==> src/rtl/tgc_pkg.sv <==
package tgc_pkg;
  localparam int AW = 4;
  localparam int DW = 32;

  localparam logic [AW-1:0] A_CFG      = 4'd0;
  localparam logic [AW-1:0] A_RUN_GO   = 4'd1;
  localparam logic [AW-1:0] A_RUN_HALT = 4'd2;
  localparam logic [AW-1:0] A_RUN_STAT = 4'd3;
  localparam logic [AW-1:0] A_REQ_SET  = 4'd4;
  localparam logic [AW-1:0] A_REQ_CLR  = 4'd5;
  localparam logic [AW-1:0] A_REQ_STAT = 4'd6;

  localparam int SEL_LSB    = 0;
  localparam int MCEN_LSB   = 4;
  localparam int DEPTH_LSB  = 12;
  localparam int PSC_BIT    = 8;
  localparam int CNTCLR_BIT = 9;
  localparam int STS_LSB    = 16;

  localparam int SLOT_PC   = 0;
  localparam int SLOT_DITH = 1;
  localparam int SLOT_PSC  = 2;
  localparam int SLOTS     = 3;

  typedef enum logic [1:0] {
    DEP_PC     = 2'd0,
    DEP_PC_PSC = 2'd1,
    DEP_RSVD   = 2'd2,
    DEP_ALL    = 2'd3
  } depth_e;
endpackage

==> src/rtl/tgc_flag.sv <==
module tgc_flag (
  input  logic clk,
  input  logic rst_n,
  input  logic set_i,
  input  logic clr_i,
  input  logic ack_i,
  output logic q_o
);
  always_ff @(posedge clk or negedge rst_n) begin
    if (!rst_n)             q_o <= 1'b0;
    else if (set_i)         q_o <= 1'b1;
    else if (clr_i || ack_i) q_o <= 1'b0;
  end


  set_wins_chk: assert property (@(posedge clk) disable iff (!rst_n)
    set_i |=> q_o);

  clr_drops_chk: assert property (@(posedge clk) disable iff (!rst_n)
    (clr_i && !set_i) |=> !q_o);

  ack_drops_chk: assert property (@(posedge clk) disable iff (!rst_n)
    (ack_i && !set_i) |=> !q_o);
endmodule

==> src/rtl/tgc_regif.sv <==
module tgc_regif
  import tgc_pkg::*;
#(
  parameter int NSLICE = 4
) (
  input  logic              clk,
  input  logic              rst_n,
  input  logic              bus_wr,
  input  logic [AW-1:0]     bus_addr,
  input  logic [DW-1:0]     bus_wdata,
  output logic [DW-1:0]     bus_rdata,
  output logic [$clog2(NSLICE+1)-1:0] sel_o,
  output logic [NSLICE-1:0] mcen_o,
  output depth_e            depth_o,
  output logic [NSLICE-1:0] go_o,
  output logic [NSLICE-1:0] halt_o,
  output logic              psc_go_o,
  output logic              psc_halt_o,
  output logic              cnt_clr_o,
  output logic [NSLICE-1:0] set_pc_o,
  output logic [NSLICE-1:0] set_dith_o,
  output logic [NSLICE-1:0] set_psc_o,
  output logic [NSLICE-1:0] clr_pc_o,
  output logic [NSLICE-1:0] clr_dith_o,
  output logic [NSLICE-1:0] clr_psc_o,
  output logic [NSLICE-1:0] sts_set_o,
  output logic [NSLICE-1:0] sts_clr_o,
  input  logic [NSLICE-1:0] idle_i,
  input  logic              psc_run_i,
  input  logic [NSLICE-1:0] pc_i,
  input  logic [NSLICE-1:0] dith_i,
  input  logic [NSLICE-1:0] psc_i,
  input  logic [NSLICE-1:0] sts_i
);
  localparam int SELW = $clog2(NSLICE+1);

  logic wr_cfg, wr_go, wr_halt, wr_set, wr_clr;
  logic unused_bits;

  assign wr_cfg  = bus_wr && (bus_addr == A_CFG);
  assign wr_go   = bus_wr && (bus_addr == A_RUN_GO);
  assign wr_halt = bus_wr && (bus_addr == A_RUN_HALT);
  assign wr_set  = bus_wr && (bus_addr == A_REQ_SET);
  assign wr_clr  = bus_wr && (bus_addr == A_REQ_CLR);
  assign unused_bits = ^bus_wdata;

  always_ff @(posedge clk or negedge rst_n) begin
    if (!rst_n) begin
      sel_o   <= '0;
      mcen_o  <= '0;
      depth_o <= DEP_PC;
    end else if (wr_cfg) begin
      sel_o   <= bus_wdata[SEL_LSB +: SELW];
      mcen_o  <= bus_wdata[MCEN_LSB +: NSLICE];
      depth_o <= depth_e'(bus_wdata[DEPTH_LSB +: 2]);
    end
  end

  assign go_o       = wr_go   ? bus_wdata[NSLICE-1:0] : '0;
  assign halt_o     = wr_halt ? bus_wdata[NSLICE-1:0] : '0;
  assign psc_go_o   = wr_go   && bus_wdata[PSC_BIT];
  assign psc_halt_o = wr_halt && bus_wdata[PSC_BIT];
  assign cnt_clr_o  = wr_halt && bus_wdata[CNTCLR_BIT];

  for (genvar i = 0; i < NSLICE; i++) begin : g_strb
    assign set_pc_o[i]   = wr_set && bus_wdata[SLOTS*i+SLOT_PC];
    assign set_dith_o[i] = wr_set && bus_wdata[SLOTS*i+SLOT_DITH];
    assign set_psc_o[i]  = wr_set && bus_wdata[SLOTS*i+SLOT_PSC];
    assign clr_pc_o[i]   = wr_clr && bus_wdata[SLOTS*i+SLOT_PC];
    assign clr_dith_o[i] = wr_clr && bus_wdata[SLOTS*i+SLOT_DITH];
    assign clr_psc_o[i]  = wr_clr && bus_wdata[SLOTS*i+SLOT_PSC];
    assign sts_set_o[i]  = wr_set && bus_wdata[STS_LSB+i];
    assign sts_clr_o[i]  = wr_clr && bus_wdata[STS_LSB+i];
  end

  always_comb begin
    bus_rdata = '0;
    case (bus_addr)
      A_CFG: begin
        bus_rdata[SEL_LSB +: SELW]    = sel_o;
        bus_rdata[MCEN_LSB +: NSLICE] = mcen_o;
        bus_rdata[DEPTH_LSB +: 2]     = depth_o;
      end
      A_RUN_STAT: begin
        bus_rdata[NSLICE-1:0] = idle_i;
        bus_rdata[PSC_BIT]    = psc_run_i;
      end
      A_REQ_STAT: begin
        for (int i = 0; i < NSLICE; i++) begin
          bus_rdata[SLOTS*i+SLOT_PC]   = pc_i[i];
          bus_rdata[SLOTS*i+SLOT_DITH] = dith_i[i];
          bus_rdata[SLOTS*i+SLOT_PSC]  = psc_i[i];
          bus_rdata[STS_LSB+i]         = sts_i[i];
        end
      end
      default: ;
    endcase
  end


  cfg_readback_chk: assert property (@(posedge clk) disable iff (!rst_n)
    wr_cfg |=> (mcen_o == $past(bus_wdata[MCEN_LSB +: NSLICE])) &&
               (sel_o == $past(bus_wdata[SEL_LSB +: SELW])));
endmodule

==> src/rtl/tgc_run_ctrl.sv <==
module tgc_run_ctrl #(
  parameter int NSLICE = 4,
  parameter int SELW   = 3
) (
  input  logic              clk,
  input  logic              rst_n,
  input  logic [NSLICE-1:0] go_i,
  input  logic [NSLICE-1:0] halt_i,
  input  logic              psc_go_i,
  input  logic              psc_halt_i,
  input  logic              cnt_clr_i,
  input  logic [SELW-1:0]   sel_i,
  output logic [NSLICE-1:0] idle_o,
  output logic              psc_run_o,
  output logic              psc_clr_o
);
  logic [NSLICE-1:0] idle_d;
  logic              fall;
  logic              sel_valid;
  logic              tracked_idle;

  assign idle_d = (idle_o & ~go_i) | halt_i;

  always_comb begin
    fall         = 1'b0;
    sel_valid    = 1'b0;
    tracked_idle = 1'b0;
    for (int k = 0; k < NSLICE; k++) begin
      if (sel_i == SELW'(k+1)) begin
        fall         = ~idle_o[k] & idle_d[k];
        sel_valid    = 1'b1;
        tracked_idle = idle_o[k];
      end
    end
  end

  always_ff @(posedge clk or negedge rst_n) begin
    if (!rst_n) begin
      idle_o    <= '1;
      psc_run_o <= 1'b0;
      psc_clr_o <= 1'b0;
    end else begin
      idle_o    <= idle_d;
      psc_clr_o <= cnt_clr_i | fall;
      if (psc_halt_i || fall) psc_run_o <= 1'b0;
      else if (psc_go_i)      psc_run_o <= 1'b1;
    end
  end


  halt_idles_chk: assert property (@(posedge clk) disable iff (!rst_n)
    (halt_i != '0) |=> ((idle_o & $past(halt_i)) == $past(halt_i)));

  go_runs_chk: assert property (@(posedge clk) disable iff (!rst_n)
    ((go_i & ~halt_i) != '0) |=> ((idle_o & $past(go_i & ~halt_i)) == '0));

  psc_halt_chk: assert property (@(posedge clk) disable iff (!rst_n)
    psc_halt_i |=> !psc_run_o);

  cnt_clr_chk: assert property (@(posedge clk) disable iff (!rst_n)
    cnt_clr_i |=> psc_clr_o);

  auto_clear_chk: assert property (@(posedge clk) disable iff (!rst_n)
    (sel_valid && $past(sel_i) == sel_i && $rose(tracked_idle))
      |-> (!psc_run_o && psc_clr_o));
endmodule

==> src/rtl/tgc_req_bank.sv <==
module tgc_req_bank
  import tgc_pkg::*;
#(
  parameter int NSLICE = 4
) (
  input  logic              clk,
  input  logic              rst_n,
  input  logic [NSLICE-1:0] mc_req_i,
  input  logic [NSLICE-1:0] mcen_i,
  input  depth_e            depth_i,
  input  logic [NSLICE-1:0] set_pc_i,
  input  logic [NSLICE-1:0] set_dith_i,
  input  logic [NSLICE-1:0] set_psc_i,
  input  logic [NSLICE-1:0] clr_pc_i,
  input  logic [NSLICE-1:0] clr_dith_i,
  input  logic [NSLICE-1:0] clr_psc_i,
  input  logic [NSLICE-1:0] sts_set_i,
  input  logic [NSLICE-1:0] sts_clr_i,
  input  logic [NSLICE-1:0] ack_pc_i,
  input  logic [NSLICE-1:0] ack_dith_i,
  input  logic [NSLICE-1:0] ack_psc_i,
  output logic [NSLICE-1:0] pc_o,
  output logic [NSLICE-1:0] dith_o,
  output logic [NSLICE-1:0] psc_o,
  output logic [NSLICE-1:0] sts_o
);
  logic want_psc, want_dith;
  assign want_psc  = (depth_i != DEP_PC);
  assign want_dith = (depth_i == DEP_ALL);

  for (genvar i = 0; i < NSLICE; i++) begin : g_slice
    logic hw;
    assign hw = mc_req_i[i] & mcen_i[i];

    tgc_flag u_pc (
      .clk(clk), .rst_n(rst_n),
      .set_i(set_pc_i[i] | hw), .clr_i(clr_pc_i[i]), .ack_i(ack_pc_i[i]),
      .q_o(pc_o[i]));
    tgc_flag u_dith (
      .clk(clk), .rst_n(rst_n),
      .set_i(set_dith_i[i] | (hw & want_dith)), .clr_i(clr_dith_i[i]),
      .ack_i(ack_dith_i[i]), .q_o(dith_o[i]));
    tgc_flag u_psc (
      .clk(clk), .rst_n(rst_n),
      .set_i(set_psc_i[i] | (hw & want_psc)), .clr_i(clr_psc_i[i]),
      .ack_i(ack_psc_i[i]), .q_o(psc_o[i]));
    tgc_flag u_sts (
      .clk(clk), .rst_n(rst_n),
      .set_i(sts_set_i[i]), .clr_i(sts_clr_i[i]), .ack_i(1'b0),
      .q_o(sts_o[i]));


    mc_gate_chk: assert property (@(posedge clk) disable iff (!rst_n)
      (!mcen_i[i] && !set_pc_i[i] && !pc_o[i]) |=> !pc_o[i]);

    full_depth_chk: assert property (@(posedge clk) disable iff (!rst_n)
      (mc_req_i[i] && mcen_i[i] && depth_i == DEP_ALL) |=> (dith_o[i] && psc_o[i]));

    pc_only_chk: assert property (@(posedge clk) disable iff (!rst_n)
      (depth_i == DEP_PC && !set_dith_i[i] && !dith_o[i]) |=> !dith_o[i]);
  end
endmodule

==> src/rtl/tmr_glb_ctrl.sv <==
module tmr_glb_ctrl
  import tgc_pkg::*;
#(
  parameter int NSLICE = 4
) (
  input  logic              clk,
  input  logic              rst_n,
  input  logic              bus_wr,
  input  logic [AW-1:0]     bus_addr,
  input  logic [DW-1:0]     bus_wdata,
  output logic [DW-1:0]     bus_rdata,
  input  logic [NSLICE-1:0] mc_req,
  input  logic [NSLICE-1:0] ack_pc,
  input  logic [NSLICE-1:0] ack_dith,
  input  logic [NSLICE-1:0] ack_psc,
  output logic [NSLICE-1:0] slice_run,
  output logic              psc_run,
  output logic              psc_clr,
  output logic [NSLICE-1:0] pend_pc,
  output logic [NSLICE-1:0] pend_dith,
  output logic [NSLICE-1:0] pend_psc,
  output logic [NSLICE-1:0] sw_stat
);
  localparam int SELW = $clog2(NSLICE+1);

  logic [SELW-1:0]   sel;
  logic [NSLICE-1:0] mcen, go, halt, idle;
  depth_e            depth;
  logic              psc_go, psc_halt, cnt_clr;
  logic [NSLICE-1:0] set_pc, set_dith, set_psc, clr_pc, clr_dith, clr_psc;
  logic [NSLICE-1:0] sts_set, sts_clr;

  tgc_regif #(.NSLICE(NSLICE)) u_regif (
    .clk(clk), .rst_n(rst_n), .bus_wr(bus_wr), .bus_addr(bus_addr),
    .bus_wdata(bus_wdata), .bus_rdata(bus_rdata),
    .sel_o(sel), .mcen_o(mcen), .depth_o(depth),
    .go_o(go), .halt_o(halt), .psc_go_o(psc_go), .psc_halt_o(psc_halt),
    .cnt_clr_o(cnt_clr),
    .set_pc_o(set_pc), .set_dith_o(set_dith), .set_psc_o(set_psc),
    .clr_pc_o(clr_pc), .clr_dith_o(clr_dith), .clr_psc_o(clr_psc),
    .sts_set_o(sts_set), .sts_clr_o(sts_clr),
    .idle_i(idle), .psc_run_i(psc_run), .pc_i(pend_pc), .dith_i(pend_dith),
    .psc_i(pend_psc), .sts_i(sw_stat));

  tgc_run_ctrl #(.NSLICE(NSLICE), .SELW(SELW)) u_run (
    .clk(clk), .rst_n(rst_n), .go_i(go), .halt_i(halt),
    .psc_go_i(psc_go), .psc_halt_i(psc_halt), .cnt_clr_i(cnt_clr),
    .sel_i(sel), .idle_o(idle), .psc_run_o(psc_run), .psc_clr_o(psc_clr));

  tgc_req_bank #(.NSLICE(NSLICE)) u_req (
    .clk(clk), .rst_n(rst_n), .mc_req_i(mc_req), .mcen_i(mcen),
    .depth_i(depth),
    .set_pc_i(set_pc), .set_dith_i(set_dith), .set_psc_i(set_psc),
    .clr_pc_i(clr_pc), .clr_dith_i(clr_dith), .clr_psc_i(clr_psc),
    .sts_set_i(sts_set), .sts_clr_i(sts_clr),
    .ack_pc_i(ack_pc), .ack_dith_i(ack_dith), .ack_psc_i(ack_psc),
    .pc_o(pend_pc), .dith_o(pend_dith), .psc_o(pend_psc), .sts_o(sw_stat));

  assign slice_run = ~idle;
endmodule

==> config.mk <==
export PLATFORM = sky130hd
export DESIGN_NAME = tmr_glb_ctrl
export DESIGN_NICKNAME = d
export VERILOG_FILES = /design/src/rtl/tgc_pkg.sv /design/src/rtl/tgc_flag.sv /design/src/rtl/tgc_regif.sv /design/src/rtl/tgc_run_ctrl.sv /design/src/rtl/tgc_req_bank.sv /design/src/rtl/tmr_glb_ctrl.sv
export SDC_FILE = /design/constraint.sdc
export NUM_CORES = 1
export LEC_CHECK = 0
export BUFFER_PORTS_ARGS = -buffer_cell sky130_fd_sc_hd__buf_2
export CAP_MARGIN = 0
export CORE_MARGIN = 5
export CORE_UTILIZATION = 45
export DETAILED_ROUTE_END_ITERATION = 10
export HOLD_SLACK_MARGIN = 0.1
export PLACE_DENSITY = 0.89
export SYNTH_ARGS = -nofsm -noshare
export SYNTH_HDL_FRONTEND = slang
export SYNTH_HIERARCHICAL = 1
export SYNTH_SLANG_ARGS = --single-unit
==> constraint.sdc <==
create_clock -name clk -period 1.55 [get_ports clk]
set_clock_uncertainty 0.1 [all_clocks]
set_input_delay 0.0775 -clock clk [delete_from_list [all_inputs] [get_ports clk]]
set_output_delay 0.0775 -clock clk [all_outputs]
set_load 0.005 [all_outputs]
# After elaboration in Yosys (flattened, before gate mapping)
# Cells that the tools add are included.
word_totals:
  reg_bits: 31
  inputBits: 55
  output_inout_bits: 54
  wordCells: 189
op_classes:
  eq_ne: 11
  mux: 47
  bitwise_logic: 37
  reduce_logical: 72
ops:
  columns: ["cell", "count"]
  rows:
  - ["logical AND 1 bit", 40]
  - ["two-way mux 1 bit", 38]
  - ["nonzero test 2 bit", 18]
  - ["bitwise AND 1 bit", 16]
  - ["logical OR 1 bit", 13]
  - ["bitwise OR 1 bit", 13]
  - ["equality test 4 x 3 -> 1 bit (second input constant)", 3]
  - ["two-way mux 4 bit", 3]
  - ["one-hot mux 3 bit (3 select lines)", 1]
  - ["equality test 4 x 2 -> 1 bit (second input constant)", 2]
  - ["NOT 4 bit", 2]
  - ["one-hot mux 4 bit (2 select lines)", 1]
  - ["equality test 3 x 2 -> 1 bit (second input constant)", 2]
  - ["bitwise AND 4 bit", 1]
  - ["equality test 4 x 1 -> 1 bit (second input constant)", 1]
  - ["logical NOT 4 bit", 1]
  - ["NOT 1 bit", 4]
  - ["bitwise OR 4 bit", 1]
  - ["one-hot mux 1 bit (2 select lines)", 2]
  - ["equality test 3 x 1 -> 1 bit (second input constant)", 1]
  - ["equality test 3 bit (second input constant)", 1]
  - ["two-way mux 3 bit", 1]
  - ["equality test 2 bit (second input constant)", 1]
  - ["two-way mux 2 bit", 1]

# Logic depth before layout (Yosys ltp)
depth:
  ltp_word: 13
  depth_mapped: 7
  mapped_depth_nobuf: 7

# Hierarchy
# Netlist, hierarchy kept.
by_module_without_submodules:
  columns: ["module", "n_inst", "cells_per_inst", "area_each_um2", "seq_area_each_um2"]
  rows:
  - ["tgc_regif", 1, 112, 993.5, 225.2]
  - ["tgc_flag", 16, 3, 36.3, 25.0]
  - ["tgc_run_ctrl", 1, 27, 280.3, 155.1]
  - ["tgc_req_bank", 1, 19, 116.4, 0.0]
  - ["tmr_glb_ctrl", 1, 4, 15.0, 0.0]

# Worst setup path after synthesis
# No wires, ideal clock.
synth_timing:
  path_type: "in2reg"
  start: "in bus_addr[3]"
  end: "reg u_run.psc_run_o"
  setup_time_ns: 0.124
  t_arrival_ns: 1.450
  required_time_ns: 1.326
  path_slack_ns: -0.124
  path_stages: 7
  n_path_buf: 0
  path_cell_list: "or3b_4 > nor3b_1 > and2_1 > nor3b_2 > o221ai_1 > a31oi_1 > nor3_1"
synth_rtl:
  columns: ["element", "line", "text"]
  rows:
  - ["start: declaration", "tmr_glb_ctrl.sv:9", "input logic [AW-1:0] bus_addr,"]
  - ["equality test 4 x 2 -> 1 bit (*)", "tgc_regif.sv:42", "assign wr_halt = bus_wr && (bus_addr == A_RUN_HALT);"]
  - ["logical AND 1 bit (*)", "tgc_regif.sv:42", null]
  - ["two-way mux 4 bit (*)", "tgc_regif.sv:60", "assign halt_o = wr_halt ? bus_wdata[NSLICE-1:0] : '0;"]
  - ["net halt[3]", "tmr_glb_ctrl.sv:27", "logic [NSLICE-1:0] mcen, go, halt, idle;"]
  - ["bitwise OR 4 bit (*)", "tgc_run_ctrl.sv:22", "assign idle_d = (idle_o & ~go_i) | halt_i;"]
  - ["bitwise AND 1 bit (*)", "tgc_run_ctrl.sv:30", "fall = ~idle_o[k] & idle_d[k];"]
  - ["two-way mux 1 bit (*)", "tgc_run_ctrl.sv:29", "if (sel_i == SELW'(k+1)) begin"]
  - ["logical OR 1 bit (*)", "tgc_run_ctrl.sv:45", "if (psc_halt_i || fall) psc_run_o <= 1'b0;"]
  - ["two-way mux 1 bit or nonzero test 2 bit (tied branches)", null, null]
  - ["end signal: assignment", "tgc_run_ctrl.sv:40", "psc_run_o <= 1'b0;"]
  - ["end signal: assignment", "tgc_run_ctrl.sv:45", null]
  - ["end signal: assignment", "tgc_run_ctrl.sv:46", "else if (psc_go_i) psc_run_o <= 1'b1;"]
  - ["end: declaration", "tgc_run_ctrl.sv:14", "output logic psc_run_o,"]
# Mark *: on every way through the listed nets, which the timed path passes. The rest lies on a longest branch.
# A chain may end at the register's enable or synchronous reset.

# Worst setup path in the final report
layout_timing:
  start: "in bus_addr[2]"
  end: "reg u_run.psc_clr_o"
layout_rtl:
  columns: ["element", "line", "text"]
  rows:
  - ["equality test 4 x 2 -> 1 bit", "tgc_regif.sv:42", null]
  - ["logical AND 1 bit", "tgc_regif.sv:42", null]
  - ["two-way mux 4 bit", "tgc_regif.sv:60", null]
  - ["net halt[2]", "tmr_glb_ctrl.sv:27", null]
  - ["bitwise OR 4 bit", "tgc_run_ctrl.sv:22", null]
  - ["bitwise AND 1 bit", "tgc_run_ctrl.sv:30", null]
  - ["two-way mux 1 bit (2 in a row)", "tgc_run_ctrl.sv:29", null]
  - ["bitwise OR 1 bit", "tgc_run_ctrl.sv:44", "psc_clr_o <= cnt_clr_i | fall;"]
  - ["end signal: assignment", "tgc_run_ctrl.sv:44", null]
  - ["end: declaration", "tgc_run_ctrl.sv:15", "output logic psc_clr_o"]
# The timed path passes the listed nets, and every way through them passes these cells.

==> impl_metrics.sql <==
INSERT INTO impl_metrics (metric_group, metric, value, unit) VALUES
('clock_tree', 'cts_buffers', '5', ''),
('global_routing', 'pin_count_of_the_biggest_net_entering_global_routing', '32', ''),
('routing', 'antenna_violating_nets_post_route', '0', ''),
('die', 'floorplan.io_pins', '109', ''),
('setup_path', 'crit_fanout', '4', ''),
('logic_synthesis', 'synthCells', '210', ''),
('clock_tree', 'worst_skew_pair.late_latency', '280', 'ps'),
('worst_hold_path', 'hold_path_class', 'in2reg', ''),
('routing', 'via_count', '1984', ''),
('place', 'io_buffer_count', '80', ''),
('cells_and_area', 'multi_input_comb_area', '1120', 'µm²'),
('timing', 'timing.final.setup_violations', '0', ''),
('global_routing', 'grt_use_met1', '23.9', '%'),
('power_and_ir_drop', 'power_leakage', '0.00175', 'µW'),
('power_and_ir_drop', 'power_per_unit_of_standard_cell_area', '831', 'nW/µm²'),
('global_routing', 'first_global_vias', '2066', ''),
('place', 'dp_hpwl', '4.24', 'mm'),
('cells_and_area', 'fillerInstances', '319', ''),
('routing', 'drt_first_iter_violations', '140', ''),
('cells_and_area', 'drive_above_1_share', '36.8', '%'),
('setup_path', 'critical_path_required_time', '1680', 'ps'),
('status', 'status', 'finished, final reports clean', ''),
('run', 'max_cap_viols', '0', ''),
('setup_path', 'cp.buffers_inverters', '1', ''),
('global_routing', 'met2_capacity_usage_during_global_routing', '36.2', '%'),
('logic_synthesis', 'postSynthAreaPerCell', '9.46', 'µm²'),
('setup_path', 'worstPathArrival', '1670', 'ps'),
('routing', 'detail_route.wl_per_cell', '15.5', 'µm'),
('cells_and_area', 'instances_no_fill', '400', ''),
('power_and_ir_drop', 'total_power', '2500', 'µW'),
('clock_tree', 'clock-sinks', '31', ''),
('logic_synthesis', 'seq_area_frac_synth', '39.3', '%'),
('clock_tree', 'clk_pin_slew', '70', 'ps'),
('setup_path', 'worst_setup_path_end_kind', 'register', ''),
('setup_path', 'largest_delay_share_family_worst_path', 'simple AND/OR/NAND/NOR gates', ''),
('global_routing', 'antenna_found_initial', '0', ''),
('die', 'num_rows', '24', ''),
('cells_and_area', 'insertedDiodeCount', '0', ''),
('cells_and_area', 'post-route-util', '69.6', '%'),
('die', 'area_of_the_core', '4320', 'µm²'),
('place', 'cell_count_after_placement', '356', ''),
('logic_synthesis', 'yosys_warnings', '6', ''),
('cells_and_area', 'num-nets-final', '402', ''),
('logic_synthesis', 'synth_top_area_cell', 'dfrtp_1', ''),
('timing', 'timing_max_transition_violations_final', '0', ''),
('timing', 'clock.fmax', '650', 'MHz'),
('clock_tree', 'cts_tree', 'built', ''),
('place', 'gpl.final_weighted_congestion', '0.886', ''),
('logic_synthesis', 'post_synth_num_cell_types', '33', ''),
('global_routing', 'grt_pass1_wl', '9.92', 'mm'),
('logic_synthesis', 'netlist_top_cells_area', 'dfrtp_1, and2_1, a21o_1', ''),
('cells_and_area', 'sequential_cell_area', '781', 'µm²'),
('place', 'pre_cts_ws', '-287', 'ps'),
('global_routing', 'grt_overflow', '0', ''),
('logic_synthesis', 'ys_seq_elements', '31', ''),
('routing', 'via_per_inst', '4.96', ''),
('routing', 'wirelength', '6.19', 'mm'),
('timing', 'timing.final.crit_share', '99.2', '%'),
('power_and_ir_drop', 'irDropWorstVdd', '0.735', 'mV'),
('timing', 'grt_setup_unrepaired', 'yes', ''),
('routing', 'remaining_drc_errors', '0', ''),
('logic_synthesis', 'synth_top_area_share', '34.0', '%'),
('timing', 'max_slew.worst_pin.slew', '708', 'ps'),
('setup_path', 'timing.reg2reg.setup_slack', '110', 'ps'),
('setup_path', 'critical_path_slowest_stage_cell', 'or3b_4', ''),
('setup_path', 'timing.critical_path.cells', 'buf_6 > or3b_4 > nor3b_4 > and2_4 > nor2b_1 > o221ai_2 > a31oi_1 > or2_1', ''),
('timing', 'layout_setup_ws', '11.8', 'ps'),
('die', 'die_area', '5840', 'µm²'),
('die', 'die-width', '76.4', 'µm'),
('timing', 'timing.final.crit_period', '1540', 'ps'),
('global_routing', 'gr-usage-all-layers', '21.0', '%');
## final timing paths
check	from	to	cells after the start
hold reg to reg	u_req/g_slice[1].u_sts/q_o	u_req/g_slice[1].u_sts/q_o	1
setup reg to reg	u_run/idle_o[0]	u_run/psc_clr_o	4
max in group asynchronous	rst_n	u_regif/mcen_o[1]	2
min in group asynchronous	rst_n	u_req/g_slice[0].u_psc/q_o	2
setup / recovery	bus_addr[2]	u_run/psc_clr_o	8
hold / removal	bus_wdata[3]	u_run/idle_o[3]	4
## synth_stat cells
master and count:
conb_1 2, a222oi_1 3, and4bb_2 1, nor4_1 1, o221ai_1 1, nor3b_2 1, nor2_1 19, nand3b_1 2
nor3b_1 1, nor2b_1 1, nor3_1 2, and2_1 52, nor2_2 1, buf_6 1, a21o_1 20, clkbuf_1 3
and2b_1 1, dfrtp_1 27, nand2_2 1, nand2b_1 5, o21bai_1 8, o21ai_1 1, a22o_1 6, or3_1 1
buf_4 14, mux2_4 9, or3b_4 1, and4bb_1 1, or2_1 1, dfstp_2 4, a31oi_1 1, nand2_1 6
inv_1 12
## cells by family after synthesis
logic type      share of synthesized area (%)
compound gates                           15.8
mux                                      6.81
buf+inv                                  8.70
simple gates                             29.0
other cells                             0.378
flops                                    39.3
## flip-flops by register name (all words and copies together) (netlist names)
register	count
u_req/g_slice.u_pc/q_o	4
u_run/psc_clr_o	1
u_regif/depth_o	2
u_regif/sel_o	3
u_req/g_slice.u_sts/q_o	4
u_req/g_slice.u_psc/q_o	4
u_run/psc_run_o	1
u_req/g_slice.u_dith/q_o	4
u_regif/mcen_o	4
u_run/idle_o	4
## power by group
group	leakage, µW	switching [µW]	internal [µW]
clock	0.0000515	305	405
sequential	0.000391	158	981
combinational	0.00131	275	377
total	0.00175	738	1760
## timing repair
action	4_1_cts	5_1_grt
endpoints found under the hold margin	54	0
setup buffers	0	2
resized for setup	0	8
hold buffers	34	0
setup endpoints to repair	0	2
## cell usage in the layout (no fill, tap or decap), types with 6 or more instances in the layout
cell type	count
o21bai_1	8
buf_2	77
nor2_1	19
nand2_1	6
buf_4	18
a22o_1	6
dlygate4sd3_1	34
dfrtp_1	27
mux2_4	9
and2_1	49
conb_1	18
clkbuf_8	7
a21o_1	20
inv_1	12
## cell type report
type,instances,area share (%)
Sequential cell,31,25.9
Timing Repair Buffer,132,29.7
Inverter,12,1.50
Tap cell,52,2.16
Clock buffer,8,3.33
Multi-Input combinational cell,165,37.3
## routing by layer
metal  wire [µm]  up-vias
li1            -      944
met4         119        0
met3         536       14
met2        3150      105
met1        2380      921
met5           0        -
## through the flow
stage / TNS [ps] / hold WS [ps]
floorplan: -2.24 / -318
global placement: -1120 / 61.1
detailed placement: -1620 / 75.1
CTS: 0 / 121
global route: -142 / 161
finish: 0 / 154
## worst reg2reg max path, stage by stage (launching register included)
cell and delay (ps):
dfstp_2 560, and2b_1 200, o21ai_1 120, a31oi_1 110, or2_1 240
Power figures use the tool's default switching activity.
